[src/rtl/umr_pkg.sv]
package umr_pkg;
    localparam int OFS_DLL = 0;
    localparam int OFS_DLM = 1;
    localparam int OFS_MSR = 6;
    localparam int OFS_SCR = 7;
    localparam int NUM_LINES = 4;

    typedef struct packed {
        logic dcd;
        logic ri;
        logic dsr;
        logic cts;
    } line_t;
endpackage

[src/rtl/umr_modem_status.sv]
module umr_modem_status
    import umr_pkg::*;
(
    input  logic       clk,
    input  logic       rst_n,
    input  logic       line_we,
    input  line_t      line_wdata,
    input  logic       msr_rd,
    output logic [7:0] msr
);
    typedef struct packed {
        line_t                  lines;
        logic [NUM_LINES-1:0]   delta;
    } ms_state_t;

    ms_state_t st_d, st_q;
    logic [NUM_LINES-1:0] event_w;

    always_comb begin
        event_w = '0;
        if (line_we) begin
            event_w[3] = line_wdata.dcd ^ st_q.lines.dcd;
            event_w[2] = st_q.lines.ri & ~line_wdata.ri;
            event_w[1] = line_wdata.dsr ^ st_q.lines.dsr;
            event_w[0] = line_wdata.cts ^ st_q.lines.cts;
        end
        st_d = st_q;
        if (line_we) st_d.lines = line_wdata;
        st_d.delta = (msr_rd ? '0 : st_q.delta) | event_w;
    end

    always_ff @(posedge clk) begin
        if (!rst_n) st_q <= '0;
        else        st_q <= st_d;
    end

    assign msr = {st_q.lines, st_q.delta};
endmodule

[src/rtl/umr_host_regs.sv]
module umr_host_regs #(
    parameter int DW = 8
) (
    input  logic          clk,
    input  logic          rst_n,
    input  logic          wr_scr,
    input  logic          wr_dll,
    input  logic          wr_dlm,
    input  logic [DW-1:0] wdata,
    input  logic [1:0]    clr,
    output logic [DW-1:0] scr,
    output logic [DW-1:0] dll,
    output logic [DW-1:0] dlm,
    output logic [1:0]    flags
);
    typedef struct packed {
        logic [DW-1:0] scr;
        logic [DW-1:0] dll;
        logic [DW-1:0] dlm;
        logic [1:0]    flg;
    } hr_state_t;

    hr_state_t st_d, st_q;
    logic [1:0] set_w;

    assign set_w = {wr_dlm, wr_dll};

    always_comb begin
        st_d = st_q;
        if (wr_scr) st_d.scr = wdata;
        if (wr_dll) st_d.dll = wdata;
        if (wr_dlm) st_d.dlm = wdata;
        for (int i = 0; i < 2; i++) begin
            st_d.flg[i] = set_w[i] | (st_q.flg[i] & ~clr[i]);
        end
    end

    always_ff @(posedge clk) begin
        if (!rst_n) st_q <= '0;
        else        st_q <= st_d;
    end

    assign scr   = st_q.scr;
    assign dll   = st_q.dll;
    assign dlm   = st_q.dlm;
    assign flags = st_q.flg;
endmodule

[src/rtl/umr_local_view.sv]
module umr_local_view #(
    parameter int             DW       = 8,
    parameter int             LAW      = 8,
    parameter logic [LAW-1:0] LOC_BASE = 8'hF7
) (
    input  logic [LAW-1:0] addr,
    input  logic [DW-1:0]  scr,
    input  logic [DW-1:0]  dll,
    input  logic [DW-1:0]  dlm,
    output logic [DW-1:0]  rdata
);
    localparam int NSLOT = 3;
    logic [NSLOT-1:0][DW-1:0] slot_w;
    logic [NSLOT-1:0]         match_w;

    assign slot_w[0] = scr;
    assign slot_w[1] = dll;
    assign slot_w[2] = dlm;

    for (genvar g = 0; g < NSLOT; g++) begin : g_slot
        assign match_w[g] = (addr == LAW'(LOC_BASE + g));
    end

    always_comb begin
        rdata = '0;
        for (int i = 0; i < NSLOT; i++) begin
            if (match_w[i]) rdata = slot_w[i];
        end
    end
endmodule

[src/rtl/uart_mirror_regs.sv]
module uart_mirror_regs
    import umr_pkg::*;
#(
    parameter int             DW       = 8,
    parameter int             HAW      = 3,
    parameter int             LAW      = 8,
    parameter logic [LAW-1:0] LOC_BASE = 8'hF7
) (
    input  logic           clk,
    input  logic           rst_n,
    input  logic           host_sel,
    input  logic           host_wr,
    input  logic           host_rd,
    input  logic [HAW-1:0] host_addr,
    input  logic [DW-1:0]  host_wdata,
    input  logic           dlab,
    output logic [DW-1:0]  host_rdata,
    output logic           host_hit,
    input  logic           line_we,
    input  logic [3:0]     line_wdata,
    input  logic [LAW-1:0] loc_rd_addr,
    output logic [DW-1:0]  loc_rdata,
    input  logic [1:0]     irq_clr,
    output logic [1:0]     irq_flags,
    output logic           irq_req
);
    logic hit_scr, hit_msr, hit_dll, hit_dlm, any_hit;
    logic wr_en, rd_en, msr_rd;
    logic [DW-1:0] scr_w, dll_w, dlm_w;
    logic [7:0]    msr_w;

    assign hit_scr = (host_addr == HAW'(OFS_SCR));
    assign hit_msr = (host_addr == HAW'(OFS_MSR));
    assign hit_dll = dlab & (host_addr == HAW'(OFS_DLL));
    assign hit_dlm = dlab & (host_addr == HAW'(OFS_DLM));
    assign any_hit = hit_scr | hit_msr | hit_dll | hit_dlm;

    assign wr_en  = host_sel & host_wr;
    assign rd_en  = host_sel & host_rd;
    assign msr_rd = rd_en & hit_msr;
    assign host_hit = host_sel & (host_wr | host_rd) & any_hit;

    umr_modem_status u_ms (
        .clk        (clk),
        .rst_n      (rst_n),
        .line_we    (line_we),
        .line_wdata (line_t'(line_wdata)),
        .msr_rd     (msr_rd),
        .msr        (msr_w)
    );

    umr_host_regs #(.DW(DW)) u_hr (
        .clk    (clk),
        .rst_n  (rst_n),
        .wr_scr (wr_en & hit_scr),
        .wr_dll (wr_en & hit_dll),
        .wr_dlm (wr_en & hit_dlm),
        .wdata  (host_wdata),
        .clr    (irq_clr),
        .scr    (scr_w),
        .dll    (dll_w),
        .dlm    (dlm_w),
        .flags  (irq_flags)
    );

    umr_local_view #(.DW(DW), .LAW(LAW), .LOC_BASE(LOC_BASE)) u_lv (
        .addr  (loc_rd_addr),
        .scr   (scr_w),
        .dll   (dll_w),
        .dlm   (dlm_w),
        .rdata (loc_rdata)
    );

    always_comb begin
        host_rdata = '0;
        if (rd_en) begin
            if (hit_scr)      host_rdata = scr_w;
            else if (hit_msr) host_rdata = DW'(msr_w);
            else if (hit_dll) host_rdata = dll_w;
            else if (hit_dlm) host_rdata = dlm_w;
        end
    end

    assign irq_req = |irq_flags;
endmodule

[config.mk]
export PLATFORM = sky130hd
export DESIGN_NAME = uart_mirror_regs
export DESIGN_NICKNAME = d
export VERILOG_FILES = /design/src/rtl/umr_pkg.sv /design/src/rtl/umr_modem_status.sv /design/src/rtl/umr_host_regs.sv /design/src/rtl/umr_local_view.sv /design/src/rtl/uart_mirror_regs.sv
export SDC_FILE = /design/constraint.sdc
export NUM_CORES = 1
export LEC_CHECK = 0
export BUFFER_PORTS_ARGS = -buffer_cell sky130_fd_sc_hd__buf_2
export CORE_UTILIZATION = 53
export CTS_CLUSTER_DIAMETER = 60
export DETAILED_ROUTE_END_ITERATION = 6
export HOLD_SLACK_MARGIN = 0.05
export PLACE_DENSITY_LB_ADDON = 0.3
export SETUP_SLACK_MARGIN = 0.2
export SYNTH_ARGS = -nofsm -noshare
export SYNTH_HDL_FRONTEND = slang
export SYNTH_SLANG_ARGS = --single-unit
export TNS_END_PERCENT = 1
[constraint.sdc]
create_clock -name clk -period 2.4 [get_ports clk]
set_input_delay 0.12 -clock clk [delete_from_list [all_inputs] [get_ports clk]]
set_output_delay 0.12 -clock clk [all_outputs]
set_load 0.01 [all_outputs]
---- Yosys cells after proc, flatten, opt, wreduce, memory -nomap -nowiden ----
Index checks and enable logic that the tools add are counted.
operators by class
  bitwise gates (word level) .............. 26
  equality and inequality tests ........... 6
  muxes and demuxes ....................... 10
  reduce and logical (&&, ||, !) cells .... 2
operator list
  cell                count
  $mux 8              8
  $eq 8x8->1 const B  3
  $and 1x1->1         13
  $mux 4              2
  $eq 3x3->1 const B  2
  $or 1x1->1          6
  $or 4x4->4          1
  $eq 3x1->1 const B  1
  $logic_not 3->1     1
  $not 1->1           3
  $xor 1x1->1         3
  $reduce_or 2->1     1
storage, ports and cells
  bits in registers ....................... 34
  output and inout port bits .............. 20
  word-level logic and storage cells ...... 53

---- Depth between registers and ports, before layout ----
Gate-level depths: netlist of the first run.
  word-level depth ........................ 7
  gate-level depth with buffers ........... 5
  depth with buffers taken out ............ 3

---- Modules after synthesis ----
Synthesis of the first run repeated with hierarchy kept, for this count alone.
unflattened totals
  cell total of the unflattened synthesis .. 186
  area, all modules ....................... 1865.5 um2
by module, submodules not included
  module            instances  area each (um2)  sequential area each (um2)  cells an instance
  umr_host_regs     1          982.2            520.5                       83
  uart_mirror_regs  1          366.6            0.0                         50
  umr_modem_status  1          321.6            160.2                       30
  umr_local_view    1          195.2            0.0                         23

---- Worst setup path after synthesis of the first run ----
No wires, ideal clock.
  path type ............................... input to register
  from .................................... input host_addr[1]
  to ...................................... register u_hr.st_q (netlist bit u_hr.dll[0])
  slack ................................... 1.036 ns
  library setup time ...................... 0.120 ns
  arrival ................................. 1.244 ns
  cell stages on the path ................. 4
  path buffers ............................ 1
  path through ............................ or3b_1 > or4b_1 > buf_4 > mux2i_1
on the way
  longest elaborated chain between the ends .. 3
ends and longest elaborated chain
  item                  line                    RTL
  start, declared       uart_mirror_regs.sv:14  input logic [HAW-1:0] host_addr,
  $logic_not 3->1       uart_mirror_regs.sv:34  assign hit_dll = dlab & (host_addr == HAW'(OFS_DLL));
  $and 1x1->1           uart_mirror_regs.sv:34
  $and 1x1->1           uart_mirror_regs.sv:56  .wr_dll (wr_en & hit_dll),
  end signal, assigned  umr_host_regs.sv:40     else st_q <= st_d;
  end, declared         umr_host_regs.sv:23     hr_state_t st_d, st_q;
Every way passes these cells.
A chain may end at the register's enable or synchronous reset.

---- Final worst setup path of the first run ----
  from .................................... register u_hr.st_q (netlist bit u_hr.dll[3])
  to ...................................... output host_rdata[3]
on the way
  longest elaborated chain between the ends .. 4
ends and longest elaborated chain
  item           line                    RTL
  $mux 8         uart_mirror_regs.sv:79  else if (hit_dll) host_rdata = dll_w;
  $mux 8         uart_mirror_regs.sv:78  else if (hit_msr) host_rdata = DW'(msr_w);
  $mux 8         uart_mirror_regs.sv:77  if (hit_scr) host_rdata = scr_w;
  $mux 8         uart_mirror_regs.sv:76  if (rd_en) begin
  end, declared  uart_mirror_regs.sv:17  output logic [DW-1:0] host_rdata,
Every way passes these cells.

==> impl_metrics.tcl, run 1 <==
set metrics [dict create \
    cp-end-kind "primary output" \
    finalMaxSlewViolations 0 \
    r2r-end "u_ms.msr[2]$_SDFF_PN0_" \
    syn_avg_cell_area_um2 8.845 \
    rsz0062_at_grt "no" \
    timing.hold.ws_ns 0.05844 \
    gr-total-overflow 0 \
    cts_setup_buffers 0 \
    num_vias 1665 \
    critPathTopFamily "flip-flops" \
    final_antenna_net_count 0 \
    crit_chain "mux2i_1 -> o22a_1 -> nor3_1 -> buf_2" \
    hold_viol 0 \
    grt_pass1_vias 1505 \
    ys_seq_area_share_pct 37.91 \
    combPwrFrac_pct 12.1 \
    htree_num_levels 2 \
    placed_cells 287 \
    diodes 0 \
    nets 284 \
    die_w_um 60.21 \
    antenna_found_initial 0 \
    timing.rr.start "u_ms.msr[6]$_SDFFE_PN0P_" \
    cts_buffers 5 \
    ys_warn_count 0 \
    finalCritPeriodShare_pct 59.95 \
    dr.pass1.iters 5 \
    max_cap_violations 0 \
    pin_count 52 \
    finalNonFillerCells 297 \
    crit_type "flop to primary output" \
    grt_max_degree 44 \
    relSlewSlack_pct 51.16 \
    status "complete, no violations" \
    swShare_pct 26.14 \
    p_leak_nw 0.9189 \
    cts_root_buf "clkbuf_4" \
    crit_fanout 3 \
    hold_class "primary input to flop" \
    p_seq_share_pct 55.9 \
    cp-start-kind "flop" \
    yosysUniqueCellTypes 33 \
    final_util_pct 68.72 \
    wirelength_mm 4.304 \
    layout-drive-gt1-share_pct 25.69 \
    cts_resized 0 \
    drc 0 \
    worst_pin_slew_ns 0.7325 \
    clock_path_buffers 2 \
    die_area_mm2 0.003625 \
    reg2regPathDepth 2 \
    min_from "line_wdata[3]" \
    fmax_mhz 695.1 \
    fp.dieH_um 60.21 \
    gp_congestion 0.7663 \
    finalSetupViolCount 0 \
    p_per_area_mw_per_mm2 489.0 \
    grt_pass1_wl_mm 6.803 \
    grt.total_usage_pct 25.90 \
    dpl.hpwl_mm 3.083 \
    syn_nets 235 \
    fp-row-count 20 \
    power.ir.vdd_worst_uv 335.1 \
    cts.sinks 34 \
    internal-power_w 0.0007764 \
    path_buf_inv 1 \
    cpPeakStageDelay_ns 0.38 \
    worst_clock_skew_ns 0.0001329 \
    first_iter_violations 89 \
    worst_slack_ns 0.9613 \
    syn_area_mm2 0.001795 \
    final_common_cell "buf_2" \
    place_ws_ns 0.6762 \
    routed_via_density 5.606 \
    areaGrowthSynthToFinish_pct 19.72 \
    syn_inst 203 \
    cts_hold_buf 2 \
    hold_end "u_ms.msr[3]$_SDFF_PN0_" \
    netlist_top_cells_area "dfxtp_1 (38%), mux2i_1 (24%), nand2_1 (8.2%)" \
    io_buffers 51 \
    clk_pin_slew_ns 0.10 \
    hold_depth 3 \
    clock_latency_ns 0.34 \
    critical_path_required_ns 2.28 \
    synth_top_cell_by_area "dfxtp_1" \
    net-switching-power_w 0.0002747 \
    wl_per_cell_um 14.49 \
    synth_top_cell_area_share_pct 37.91 \
    cts_tree "built" \
    ys_seq_elements 34 \
    slowest_stage "dfxtp_1" \
    period_minus_slack_ns 1.439 \
    setup-tns-final_ns 0 \
    mostFrequentLayoutCells "buf_2 (51), mux2i_1 (43), nand2_1 (39), dfxtp_1 (34), nand3_1 (10)" \
    critPathArrivalTime_ns 1.32 \
    r2r_slack_ns 1.64 \
    pwr-share-clk_pct 32.0 \
    start_util_pct 57.40 \
    core_mm2 0.003128 \
]
==> through the flow <==
| step | power (W) | area (um^2) |
|---|---|---|
| floorplan | 0.0006783 | 1795 |
| global placement | 0.0007211 | 2069 |
| detailed placement | 0.0007243 | 2069 |
| CTS | 0.001052 | 2150 |
| global route | 0.001084 | 2150 |
| finish | 0.001051 | 2150 |
==> Yosys cell counts (all sizes together) <==
library cell,count
nand3,10
or4b,1
nand2,39
nor2,10
nand2b,2
o22a,8
o21a,1
nand4,1
o21ai,1
or2,2
nor3,2
dfxtp,34
o32ai,1
o2bb2ai,5
clkbuf,10
inv,3
and3b,1
nor2b,5
xnor2,3
nor3b,2
nor4,1
a31oi,3
a21boi,1
or3b,1
a22oi,5
mux2i,43
a21oi,1
buf,4
o22ai,3
==> worst register-to-register path: stages (launching register included) <==
cell and delay, ns:
dfxtp_1 0.38, inv_1 0.05, o32ai_1 0.24
==> cell type report <==
cell class                      count  area (um^2)
Inverter                            3        11.26
Sequential cell                    34        680.7
Timing Repair Buffer               56        297.8
Clock inverter                      1        5.005
Multi-Input combinational cell    152         1045
Fill cell                         290        978.4
Clock buffer                        7        55.05
Tap cell                           44        55.05
==> power by group through the flow <==
| stage | combinational [W] | sequential (W) | clock, W |
|---|---|---|---|
| final | 0.000127 | 0.000588 | 0.000336 |
| after CTS | 0.000126 | 0.000588 | 0.000337 |
| after global placement | 0.000121 | 0.000600 | 0 |
| after floorplan | 0.0000807 | 0.000598 | 0 |
| after global routing | 0.000139 | 0.000589 | 0.000356 |
| after detailed placement | 0.000124 | 0.000601 | 0 |
==> worst max-delay path by stage <==
stage          slack, ns                     start                       end  cells after the start
3_5_place_dp        0.68              host_addr[1]  u_hr.dll[0]$_SDFFE_PN0P_                      4
6_report            0.96  u_hr.dll[3]$_SDFFE_PN0P_             host_rdata[3]                      4
5_1_grt             0.90              host_addr[1]  u_hr.flags[0]$_SDFF_PN0_                      4
2_1_floorplan       1.04              host_addr[1]  u_hr.dll[0]$_SDFFE_PN0P_                      4
4_1_cts             0.96  u_hr.dll[3]$_SDFFE_PN0P_             host_rdata[3]                      4
3_3_place_gp        0.70              host_addr[1]  u_hr.dll[6]$_SDFFE_PN0P_                      4
==> sequential cells by signal, indices dropped and copies added, names as in the netlist <==
signal	count
u_hr.dlm	8
u_hr.scr	8
u_hr.flags	2
u_hr.dll	8
u_ms.msr	8
==> cells by family (layout without fill, tap and decap cells) <==
group	after synthesis	in the layout	share of synthesized area (%)
compound gates	29	29	12.40
simple gates	77	77	20.35
mux	43	43	23.97
flops	34	34	37.91
xor+xnor	3	3	1.464
buf+inv	17	67	3.903
==> routing by layer <==
metal / up-vias / GRT usage [%] / routed length (um) / part of all wire, %
li1: 818 / - / - / -
met1: 787 / 31.61 / 1947 / 45
met2: 52 / 43.80 / 2112 / 49
met3: 8 / 5.195 / 184 / 4.3
met4: 0 / 10.96 / 59 / 1.4
met5: - / 0 / 0 / 0
No activity file was read; power rests on OpenSTA's default activity.
==> run 2: changes to the inputs <==
--- a/config.mk
+++ b/config.mk
@@ -6,7 +6,7 @@
 export NUM_CORES = 1
 export LEC_CHECK = 0
 export BUFFER_PORTS_ARGS = -buffer_cell sky130_fd_sc_hd__buf_2
-export CORE_UTILIZATION = 53
+export CORE_UTILIZATION = 51
 export CTS_CLUSTER_DIAMETER = 60
 export DETAILED_ROUTE_END_ITERATION = 6
 export HOLD_SLACK_MARGIN = 0.05
==> constraint.sdc (replaced) <==
create_clock -name clk -period 1.4 [get_ports clk]
set_input_delay 0.07 -clock clk [delete_from_list [all_inputs] [get_ports clk]]
set_output_delay 0.07 -clock clk [all_outputs]
set_load 0.01 [all_outputs]
==> run 2 against run 1 <==
Setup slack worse by 0.86 ns. Combinational power is 110% higher. Largest cell class unchanged. Highest routed layer unchanged. Core utilization is 3.9 points higher. Total power is 69% higher. Sequential share of layout area is 2.9 points lower. Register-to-register slack worse by 1.0 ns. First-iteration DRC count is 1.1% lower. Sequential power is 72% higher. Count of clock-buffer cells in the layout stayed put.
==> impl_metrics.tcl, run 2 (synthesis results as in run 1) <==
set metrics [dict create \
    finalSetupViolCount 0 \
    combPwrFrac_pct 15.3 \
    grt_max_degree 19 \
    first_iter_violations 88 \
    die_w_um 61.34 \
    grt_pass1_vias 1652 \
    clk_pin_slew_ns 0.10 \
    clock_path_buffers 2 \
    wirelength_mm 4.768 \
    dr.pass1.iters 4 \
    worst_slack_ns 0.1060 \
    htree_num_levels 2 \
    finalCritPeriodShare_pct 92.43 \
    cp-start-kind "flop" \
    fp.dieH_um 61.34 \
    crit_chain "buf_4 -> a22oi_1 -> o2bb2ai_1 -> buf_2" \
    nets 313 \
    diodes 0 \
    drc 0 \
    layout-drive-gt1-share_pct 35.59 \
    dpl.hpwl_mm 3.198 \
    fmax_mhz 772.8 \
    grt_pass1_wl_mm 7.362 \
    clock_latency_ns 0.33 \
    slowest_stage "dfxtp_2" \
    critical_path_required_ns 1.33 \
    wl_per_cell_um 14.58 \
    fp-row-count 21 \
    p_leak_nw 1.063 \
    placed_cells 299 \
    net-switching-power_w 0.0004565 \
    status "complete, no violations" \
    power.ir.vdd_worst_uv 541.1 \
    cts_buffers 5 \
    io_buffers 51 \
    cts.sinks 34 \
    start_util_pct 53.39 \
    hold_viol 0 \
    grt.total_usage_pct 27.22 \
    fillers 280 \
    period_minus_slack_ns 1.294 \
    max_cap_violations 0 \
    gr-total-overflow 0 \
    crit_fanout 3 \
    setup-tns-final_ns 0 \
    routed_via_density 5.382 \
    p_seq_share_pct 56.7 \
    cp-end-kind "primary output" \
    pin_count 52 \
    hold_class "primary input to flop" \
    num_vias 1760 \
    final_antenna_net_count 0 \
    place_ws_ns -0.09539 \
    power_w 0.001778 \
    crit_type "flop to primary output" \
    finalMaxSlewViolations 0 \
    antenna_found_initial 0 \
    finalNonFillerCells 327 \
    final_common_cell "buf_2" \
    mostFrequentLayoutCells "buf_2 (51), mux2i_1 (43), nand2_1 (39), dfxtp_2 (18), buf_4 (17)" \
    cts_root_buf "clkbuf_4" \
    die_area_mm2 0.003762 \
    swShare_pct 25.67 \
    p_per_area_mw_per_mm2 727.7 \
    critPathArrivalTime_ns 1.22 \
    relSlewSlack_pct 68.30 \
    pwr-share-clk_pct 27.9 \
    worst_pin_slew_ns 0.4719 \
    areaGrowthSynthToFinish_pct 36.10 \
    cts_tree "built" \
    rsz0062_at_grt "yes" \
    internal-power_w 0.001322 \
    worst_clock_skew_ns 0.01313 \
    gp_congestion 0.8208 \
    core_mm2 0.003363 \
    cpPeakStageDelay_ns 0.34 \
]
-- run 2: final cells by class --
class / count / area (um^2) / area share (%)
Clock buffer: 7 / 45.04 / 1.843
Inverter: 3 / 11.26 / 0.4608
Tap cell: 46 / 57.56 / 2.355
Timing Repair Buffer: 85 / 574.3 / 23.50
Multi-Input combinational cell: 152 / 1052 / 43.06
Sequential cell: 34 / 703.2 / 28.78
-- run 2: worst paths after layout --
kind | cells after the start | from | slack [ns] | to
min reg2reg | 2 | u_ms.msr[3]$_SDFF_PN0_ | 0.47 | u_ms.msr[3]$_SDFF_PN0_
min | 2 | rst_n | 0.14 | u_ms.msr[7]$_SDFFE_PN0P_
max | 4 | u_hr.dlm[4]$_SDFFE_PN0P_ | 0.11 | loc_rdata[4]
max reg2reg | 2 | u_ms.msr[6]$_SDFFE_PN0P_ | 0.63 | u_ms.msr[2]$_SDFF_PN0_
-- run 2: routing by layer --
metal  global-route usage, %  wire, um
met1                   32.25      2090
met2                   47.98      2424
met3                   5.462       186
met4                   11.43        67
met5                       0         0
-- run 2: power groups by stage --
stage               logic (W)  clock network [W]  registers, W
CTS                  0.000268           0.000503       0.00101
finish               0.000273           0.000497       0.00101
detailed placement   0.000232                  0       0.00103
global placement     0.000228                  0       0.00103
floorplan            0.000138                  0       0.00102
global route         0.000299           0.000540       0.00101
-- run 2: per-stage QoR --
stage / area, um^2 / utilization [%] / hold slack, ns
floorplan: 1799 / - / 0.1860
global placement: 2172 / 64.58 / 0.2908
detailed placement: 2172 / 64.58 / 0.2963
CTS: 2417 / 71.88 / 0.05460
global route: 2444 / 72.66 / 0.1520
finish: 2444 / 72.66 / 0.1359
-- run 2: what timing repair did --
item	CTS	global route
resized for setup	15	7
hold buffers	13	1
endpoints found under the setup margin	9	25
setup buffers	5	1
pin swaps	1	0
gates cloned	1	0
hold endpoints to repair	27	1
-- run 2: critical path, delay by kind of cell, from the launching register on --
kind                   cells  cell delay, ns
AO/OA/AOI/OAI              2            0.29
buffers and inverters      2            0.27
flip-flops                 1            0.34
==> run 3: changes to the inputs <==
--- a/config.mk
+++ b/config.mk
@@ -9,9 +9,11 @@
 export CORE_UTILIZATION = 51
 export CTS_CLUSTER_DIAMETER = 60
 export DETAILED_ROUTE_END_ITERATION = 6
+export GPL_TIMING_DRIVEN = 0
 export HOLD_SLACK_MARGIN = 0.05
 export PLACE_DENSITY_LB_ADDON = 0.3
 export SETUP_SLACK_MARGIN = 0.2
+export SLEW_MARGIN = 20
 export SYNTH_ARGS = -nofsm -noshare
 export SYNTH_HDL_FRONTEND = slang
 export SYNTH_SLANG_ARGS = --single-unit
==> constraint.sdc (replaced) <==
create_clock -name clk -period 1.45 [get_ports clk]
set_input_delay 0.0725 -clock clk [delete_from_list [all_inputs] [get_ports clk]]
set_output_delay 0.0725 -clock clk [all_outputs]
set_load 0.01 [all_outputs]
==> run 3 against run 2 <==
Sequential power decreased by 4%. Final area down 2.2%. Worst hold slack improved by 0.018 ns. Sequential cell count did not move. Highest routed layer unchanged. Setup slack better by 0.018 ns.
==> impl_metrics.tcl, run 3 (synthesis results as in run 1) <==
set metrics [dict create \
    final_antenna_net_count 0 \
    power_w 0.001783 \
    fmax_mhz 753.9 \
    htree_num_levels 2 \
    cpPeakStageDelay_ns 0.40 \
    status "complete, no violations" \
    slowest_stage "dfxtp_1" \
    hold_viol 0 \
    first_iter_violations 104 \
    swShare_pct 26.08 \
    crit_fanout 3 \
    path_buf_inv 1 \
    internal-power_w 0.001318 \
    net-switching-power_w 0.0004652 \
    drc 0 \
    worst_slack_ns 0.1236 \
    combPwrFrac_pct 14.6 \
    cp-end-kind "primary output" \
    cts.sinks 34 \
    finalNonFillerCells 324 \
    relSlewSlack_pct 59.67 \
    p_seq_share_pct 54.6 \
    finalMaxSlewViolations 0 \
    pwr-share-clk_pct 30.9 \
    mostFrequentLayoutCells "buf_2 (48), mux2i_1 (42), nand2_1 (39), dfxtp_1 (23), dlygate4sd3_1 (14)" \
    final_common_cell "buf_2" \
    crit_type "flop to primary output" \
    grt.total_usage_pct 26.97 \
    grt_pass1_wl_mm 7.127 \
    areaGrowthSynthToFinish_pct 33.17 \
    p_per_area_mw_per_mm2 745.8 \
    wirelength_mm 4.800 \
    fp-row-count 21 \
    wl_per_cell_um 14.81 \
    multi_input_area_mm2 0.001066 \
    finalCritPeriodShare_pct 91.48 \
    critPathArrivalTime_ns 1.25 \
    layout-drive-gt1-share_pct 30.58 \
    cts_tree "built" \
    power.ir.vdd_worst_uv 657.4 \
    die_w_um 61.34 \
    start_util_pct 53.39 \
    clk_pin_slew_ns 0.10 \
    grt_pass1_vias 1584 \
    antenna_found_initial 0 \
    period_minus_slack_ns 1.326 \
    finalSetupViolCount 0 \
    core_mm2 0.003363 \
    dpl.hpwl_mm 3.287 \
    io_buffers 48 \
    cp-start-kind "flop" \
    max_cap_violations 0 \
    grt_max_degree 11 \
    crit_chain "mux2i_1 -> o22a_1 -> nor2_1 -> buf_2" \
    gr-total-overflow 0 \
    fillers 317 \
    p_leak_nw 1.018 \
    routed_via_density 5.404 \
    worst_clock_skew_ns 0.007584 \
    critPathTopFamily "flip-flops" \
    num_vias 1751 \
    final-seq-area_um2 694.4 \
    gp_congestion 0.8192 \
    diodes 0 \
    worst_pin_slew_ns 0.6043 \
    critical_path_required_ns 1.38 \
    hold_class "primary input to flop" \
    placed_cells 297 \
    rsz0062_at_grt "yes" \
    fp.dieH_um 61.34 \
    clock_latency_ns 0.34 \
    die_area_mm2 0.003762 \
    pin_count 52 \
    cts_buffers 5 \
    dr.pass1.iters 4 \
    clock_path_buffers 2 \
    place_ws_ns -0.1735 \
    cts_root_buf "clkbuf_4" \
    nets 309 \
]
run 3: worst register-to-register path: cells and delay by family, from the launching register on:
kind / cells / cell delay (ns)
AOI/OAI and AO/OA: 1 / 0.11
xor gates and xnor gates: 1 / 0.19
DFF: 1 / 0.35
run 3: per-layer routing:
layer,track usage [%],vias up,wire [um]
met4,12.06,0,78
met1,33.59,807,2141
met2,45.50,62,2338
met5,0,-,0
li1,-,874,-
met3,5.042,8,241
run 3: worst paths after layout:
path                            start                       end  slack [ns]  depth (start not counted)
min                             rst_n  u_hr.dll[0]$_SDFFE_PN0P_        0.15                          3
max reg2reg  u_ms.msr[4]$_SDFFE_PN0P_    u_ms.msr[0]$_SDFF_PN0_        0.69                          2
min reg2reg    u_ms.msr[3]$_SDFF_PN0_    u_ms.msr[3]$_SDFF_PN0_        0.48                          2
max          u_hr.scr[0]$_SDFFE_PN0P_             host_rdata[0]        0.12                          4
run 3: final cells by class:
type | instances | area share [%]
multi-input cells | 152 | 44.58
inverters | 3 | 0.4710
repair buffers | 67 | 17.48
plain buffers | 14 | 3.506
clock buffers | 7 | 2.302
clock inverters | 1 | 0.2093
well taps | 46 | 2.407
flip-flops and latches | 34 | 29.04
run 3: stage by stage:
| step | setup TNS, ns | area, um^2 | hold slack (ns) | util, % |
|---|---|---|---|---|
| after floorplan | 0 | 1799 | 0.1885 | - |
| after global placement | -1.495 | 2097 | 0.2940 | 62.35 |
| after detailed placement | -2.240 | 2097 | 0.2955 | 62.35 |
| after CTS | 0 | 2364 | 0.1447 | 70.28 |
| after global routing | 0 | 2391 | 0.1533 | 71.09 |
| final | 0 | 2391 | 0.1543 | 71.09 |
run 3: power by group through the flow:
stage | Sequential, W | Clock [W] | Combinational, W
after floorplan | 0.000989 | 0 | 0.000134
after global placement | 0.000993 | 0 | 0.000209
after detailed placement | 0.000993 | 0 | 0.000213
after CTS | 0.000972 | 0.000567 | 0.000252
after global routing | 0.000976 | 0.000605 | 0.000284
final | 0.000973 | 0.000551 | 0.000260
run 3: timing repair:
action | CTS | global route
setup endpoints to repair | 17 | 18
hold endpoints to repair | 34 | 0
hold buffers | 14 | 0
setup buffers | 3 | 2
gates cloned | 0 | 0
resized for setup | 16 | 10
pin swaps | 0 | 2
